==> config.mk <==
export PLATFORM = sky130hd
export DESIGN_NAME = phase_freq_det
export DESIGN_NICKNAME = d
export VERILOG_FILES = /design/src/rtl/pfd_pkg.sv /design/src/rtl/pfd_edge_sync.sv /design/src/rtl/pfd_core.sv /design/src/rtl/pfd_lock.sv /design/src/rtl/phase_freq_det.sv
export SDC_FILE = /design/constraint.sdc
export NUM_CORES = 1
export LEC_CHECK = 0
export CORE_UTILIZATION = 45
export DETAILED_ROUTE_END_ITERATION = 6
export PLACE_DENSITY = 0.67
export SKIP_LAST_GASP = 1
export SYNTH_ARGS = -nofsm -noshare
export SYNTH_HDL_FRONTEND = slang
export SYNTH_SLANG_ARGS = --single-unit
==> constraint.sdc <==
create_clock -name clk_i -period 2.63 [get_ports clk_i]
set_clock_uncertainty 0.2 [all_clocks]
set_input_delay 0.263 -clock clk_i [delete_from_list [all_inputs] [get_ports clk_i]]
set_output_delay 0.263 -clock clk_i [all_outputs]
set_load 0.05 [all_outputs]
==> src/rtl/pfd_pkg.sv <==
package pfd_pkg;
  localparam int unsigned NUM_CH = 2;
  typedef enum logic [0:0] {CH_REF = 1'b0, CH_DIV = 1'b1} ch_e;
endpackage

==> src/rtl/pfd_edge_sync.sv <==
module pfd_edge_sync #(
  parameter int unsigned STAGES = 2
) (
  input  logic clk_i,
  input  logic rst_ni,
  input  logic sig_i,
  output logic rise_o
);
  logic [STAGES-1:0] sh_q;
  logic              prev_q;

  for (genvar s = 0; s < STAGES; s++) begin : g_stage
    always_ff @(posedge clk_i or negedge rst_ni) begin
      if (!rst_ni)     sh_q[s] <= 1'b0;
      else if (s == 0) sh_q[s] <= sig_i;
      else             sh_q[s] <= sh_q[(s == 0) ? 0 : s-1];
    end
  end

  always_ff @(posedge clk_i or negedge rst_ni) begin
    if (!rst_ni) prev_q <= 1'b0;
    else         prev_q <= sh_q[STAGES-1];
  end

  assign rise_o = sh_q[STAGES-1] & ~prev_q;
endmodule

==> src/rtl/pfd_core.sv <==
module pfd_core (
  input  logic clk_i,
  input  logic rst_ni,
  input  logic pwrdn_i,
  input  logic rise_ref_i,
  input  logic rise_div_i,
  output logic up_o,
  output logic dn_o,
  output logic done_o
);
  logic up_q, dn_q, both;

  assign both = up_q & dn_q;

  always_ff @(posedge clk_i or negedge rst_ni) begin
    if (!rst_ni) begin
      up_q <= 1'b0;
      dn_q <= 1'b0;
    end else if (pwrdn_i) begin
      up_q <= 1'b0;
      dn_q <= 1'b0;
    end else begin
      // overlap releases both flags; a fresh edge in that cycle re-arms
      up_q <= (both ? 1'b0 : up_q) | rise_ref_i;
      dn_q <= (both ? 1'b0 : dn_q) | rise_div_i;
    end
  end

  assign up_o   = up_q;
  assign dn_o   = dn_q;
  assign done_o = both;
endmodule

==> src/rtl/pfd_lock.sv <==
module pfd_lock #(
  parameter int unsigned MAX_WIDTH  = 2,
  parameter int unsigned LOCK_COUNT = 16
) (
  input  logic clk_i,
  input  logic rst_ni,
  input  logic pwrdn_i,
  input  logic act_i,
  input  logic done_i,
  output logic lock_o
);
  localparam int unsigned RW = $clog2(MAX_WIDTH + 1) + 1;
  localparam int unsigned CW = $clog2(LOCK_COUNT + 1) + 1;

  logic [RW-1:0] run_q;
  logic [CW-1:0] good_q;
  logic          lock_q;
  logic          wide;

  assign wide = act_i & (run_q >= RW'(MAX_WIDTH));

  always_ff @(posedge clk_i or negedge rst_ni) begin
    if (!rst_ni) begin
      run_q  <= '0;
      good_q <= '0;
      lock_q <= 1'b0;
    end else if (pwrdn_i) begin
      run_q  <= '0;
      good_q <= '0;
      lock_q <= 1'b0;
    end else begin
      if (!act_i)                        run_q <= '0;
      else if (run_q < RW'(MAX_WIDTH))   run_q <= run_q + 1'b1;
      if (wide) begin
        good_q <= '0;
        lock_q <= 1'b0;
      end else if (done_i) begin
        if (good_q >= CW'(LOCK_COUNT - 1)) lock_q <= 1'b1;
        else                               good_q <= good_q + 1'b1;
      end
    end
  end

  assign lock_o = lock_q;
endmodule

==> src/rtl/phase_freq_det.sv <==
module phase_freq_det #(
  parameter int unsigned SYNC_STAGES = 2,
  parameter int unsigned MAX_WIDTH   = 2,
  parameter int unsigned LOCK_COUNT  = 16
) (
  input  logic clk_i,
  input  logic rst_ni,
  input  logic div_i,
  input  logic ref_i,
  input  logic pwrdn_i,
  output logic pump_up_no,
  output logic pump_dn_no,
  output logic activity_o,
  output logic lock_o
);
  import pfd_pkg::*;

  logic [NUM_CH-1:0] raw, rise;
  logic up, dn, done;

  assign raw[CH_REF] = ref_i;
  assign raw[CH_DIV] = div_i;

  for (genvar c = 0; c < NUM_CH; c++) begin : g_ch
    pfd_edge_sync #(.STAGES(SYNC_STAGES)) u_sync (
      .clk_i (clk_i),
      .rst_ni(rst_ni),
      .sig_i (raw[c]),
      .rise_o(rise[c])
    );
  end

  pfd_core u_core (
    .clk_i     (clk_i),
    .rst_ni    (rst_ni),
    .pwrdn_i   (pwrdn_i),
    .rise_ref_i(rise[CH_REF]),
    .rise_div_i(rise[CH_DIV]),
    .up_o      (up),
    .dn_o      (dn),
    .done_o    (done)
  );

  assign pump_up_no = ~(up & ~pwrdn_i);
  assign pump_dn_no = ~(dn & ~pwrdn_i);
  assign activity_o = ~(pump_up_no & pump_dn_no);

  pfd_lock #(.MAX_WIDTH(MAX_WIDTH), .LOCK_COUNT(LOCK_COUNT)) u_lock (
    .clk_i  (clk_i),
    .rst_ni (rst_ni),
    .pwrdn_i(pwrdn_i),
    .act_i  (activity_o),
    .done_i (done & ~pwrdn_i),
    .lock_o (lock_o)
  );
endmodule

==> results.toml <==
[status]
status = "completed"

[layout]
fin_nets = 87
antenna-diode-count = 0
final_layout_size_suffix_gt1_share_pct = 11.5
layout_commonest_cell = "dfrtp_1"
fillers = 143
syn2layout_area_growth_pct = 16.8
final_cell_mix = "18 x dfrtp_1, 8 x a21oi_1, 6 x inv_1, 6 x nand2b_1, 6 x nor2_1"

[floorplanning]
chipWidth_um = 42.7
initial_core_util_pct = 48.9
rows = 14
chipHeight_um = 42.7
io_pins = 9
core_area_um2 = 1520
dieArea_um2 = 1820

[sta]
hold_violations = 0
fin_setup_tns_ns = 0
relSlewSlack_pct = 49.3
tightest_slew_ns = 0.759
fmax_mhz = 499
drv_slew = 0
post-route-period-util_pct = 76.2
min_period_ns = 2.00
finalSetupViolations = 0
rsz0062_at_grt = "no"

[synthesis]
synthCells = 67
synthesis.area_um2 = 744
ys_seq_area_share_pct = 60.5
synth.distinct_cells = 19
yosysWarnings = 0
syn-num-nets = 75
avgSynthCellArea_um2 = 11.1
synth_seq_cells = 18

[global_route]
antenna_found_initial = 0
grt_max_degree = 19
grtUsageMet2_pct = 22.4
grtUsageMet1_pct = 19.1
track_usage_pct = 14.9
grt_pass1_wl_um = 1960
globalRouteMet3Util_pct = 3.83
gr-total-overflow = 0
grt.busiest_layer = "met2"
grt_pass1_vias = 471

[worst_setup_path]
reg2reg_to = "u_lock.good_q[3]$_DFFE_PN0P_"
worstPathMaxFanout = 9
ff2ff_path_depth = 4
cp.required_ns = 2.65
crit_path_start_kind = "register"
reg2reg_from = "u_lock.good_q[0]$_DFFE_PN0P_"
arrival_ns = 2.02
critPathCaptureType = "register"
worstSetupPathType = "register to register"
ff2ff_setup_slack_ns = 0.63

[power_and_ir_drop]
power_leakage_nw = 0.377
fin_total_pwr_mw = 0.496
powerDensity_nw_per_um2 = 571
ir_drop_mv = 0.288

[cts]
clk_pin_slew_ns = 0.10
htreeDepth = 1
cts_tree = "yes"
ctsHoldBuffers = 0
post-cts-setup-buffer-count = 0
clockRootBuffer = "clkbuf_4"
post_cts_resized = 0
clock_path_buffers = 2
clkLatencyLatePin_ns = 0.29
cts_sinks = 18
numCtsBuffers = 3

[run]
drv_cap = 0

[routing]
postRouteAntennaNets = 0
first_iter_violations = 8
vias = 491
drc = 0
first_pass_iters = 4
drt-wirelength-per-cell_um = 11.7
totalWireLength_um = 1100
viasPerCell = 5.22

[hold_path]
min_path_cells = 0
hold_path_class = "register to register"
worstHoldStart = "g_ch[0].u_sync.sh_q[0]$_DFF_PN0_"
min_to = "g_ch[0].u_sync.sh_q[1]$_DFF_PN0_"

[place]
gp_congestion = 0.766
port_buffers = 8
detailed_place_hpwl_um = 803
==> worst max-delay path, cell delays in order (launching register included) <==
cell     delay, ns
dfrtp_1       0.42
ha_1          0.22
a311o_1       0.41
or4_1         0.53
a21oi_1       0.15
==> power breakdown <==
part / switching (mW) / total [mW] / leakage [nW] / internal (mW)
clock network: 0.0803 / 0.165 / 0.0210 / 0.0843
logic: 0.0249 / 0.0409 / 0.121 / 0.0160
registers: 0.00613 / 0.291 / 0.235 / 0.285
==> worst max-delay path by stage <==
stage                                       from                           end  depth (start not counted)
floorplan           u_lock.good_q[0]$_DFFE_PN0P_  u_lock.good_q[3]$_DFFE_PN0P_                          4
global placement                         pwrdn_i  u_lock.good_q[3]$_DFFE_PN0P_                          4
detailed placement                       pwrdn_i  u_lock.good_q[3]$_DFFE_PN0P_                          4
CTS                 u_lock.good_q[0]$_DFFE_PN0P_  u_lock.good_q[3]$_DFFE_PN0P_                          4
global route        u_lock.good_q[0]$_DFFE_PN0P_  u_lock.good_q[3]$_DFFE_PN0P_                          4
finish              u_lock.good_q[0]$_DFFE_PN0P_  u_lock.good_q[3]$_DFFE_PN0P_                          4
==> sequential cells by signal, indices dropped and copies added (netlist names) <==
name                count
g_ch.u_sync.prev_q      2
g_ch.u_sync.sh_q        4
u_core.dn_o             1
u_core.up_o             1
u_lock.good_q           6
u_lock.lock_o           1
u_lock.run_q            3
==> synthesized netlist by cell type <==
master,number,area [um^2]
dfrtp_1,18,450
a21oi_1,8,40.0
inv_1,6,22.5
nand2b_1,6,37.5
nor2_1,6,22.5
nor3_1,4,20.0
ha_1,3,37.5
o21ai_0,2,10.0
o31ai_1,2,15.0
or3_2,2,15.0
or4_1,2,15.0
a311o_1,1,10.0
and3b_1,1,8.76
clkbuf_1,1,3.75
nand3_1,1,5.00
nand3b_1,1,7.51
o21a_1,1,7.51
o21bai_1,1,7.51
xnor2_1,1,8.76
==> area by class of cell <==
cell class / count / area [um^2] / area share, %
flip-flops and latches: 18 / 450 / 51.8
clock buffers: 4 / 36.3 / 4.17
well taps: 16 / 20.0 / 2.30
multi-input cells: 42 / 268 / 30.8
inverters: 6 / 22.5 / 2.59
repair buffers: 8 / 72.6 / 8.35
==> metal layers <==
metal | part of all wire, % | vias up
li1 | - | 250
met1 | 49 | 229
met2 | 45 | 8
met3 | 2.8 | 4
met4 | 2.8 | 0
met5 | 0 | -
==> metrics by stage <==
stage	cells	hold slack (ns)	cell area (um^2)	utilization (%)	setup slack [ns]
floorplan	67	-0.233	744	-	0.751
global placement	90	0.133	833	54.7	0.565
detailed placement	90	0.137	833	54.7	0.510
CTS	94	0.160	870	57.1	0.628
global route	94	0.177	870	57.1	0.547
finish	94	0.155	870	57.1	0.627
==> logic make-up (layout without fill, tap and decap cells) <==
kind of cell / after synthesis / count (layout) / share of synthesized area, %
adders and majority gates: 3 / 3 / 5.04
DFF: 18 / 18 / 60.5
and+or+nand+nor: 23 / 23 / 17.6
buffers and inverters: 7 / 18 / 3.53
AOI/OAI and AO/OA: 15 / 15 / 12.1
xor gates and xnor gates: 1 / 1 / 1.18
Power figures use the tool's default switching activity.
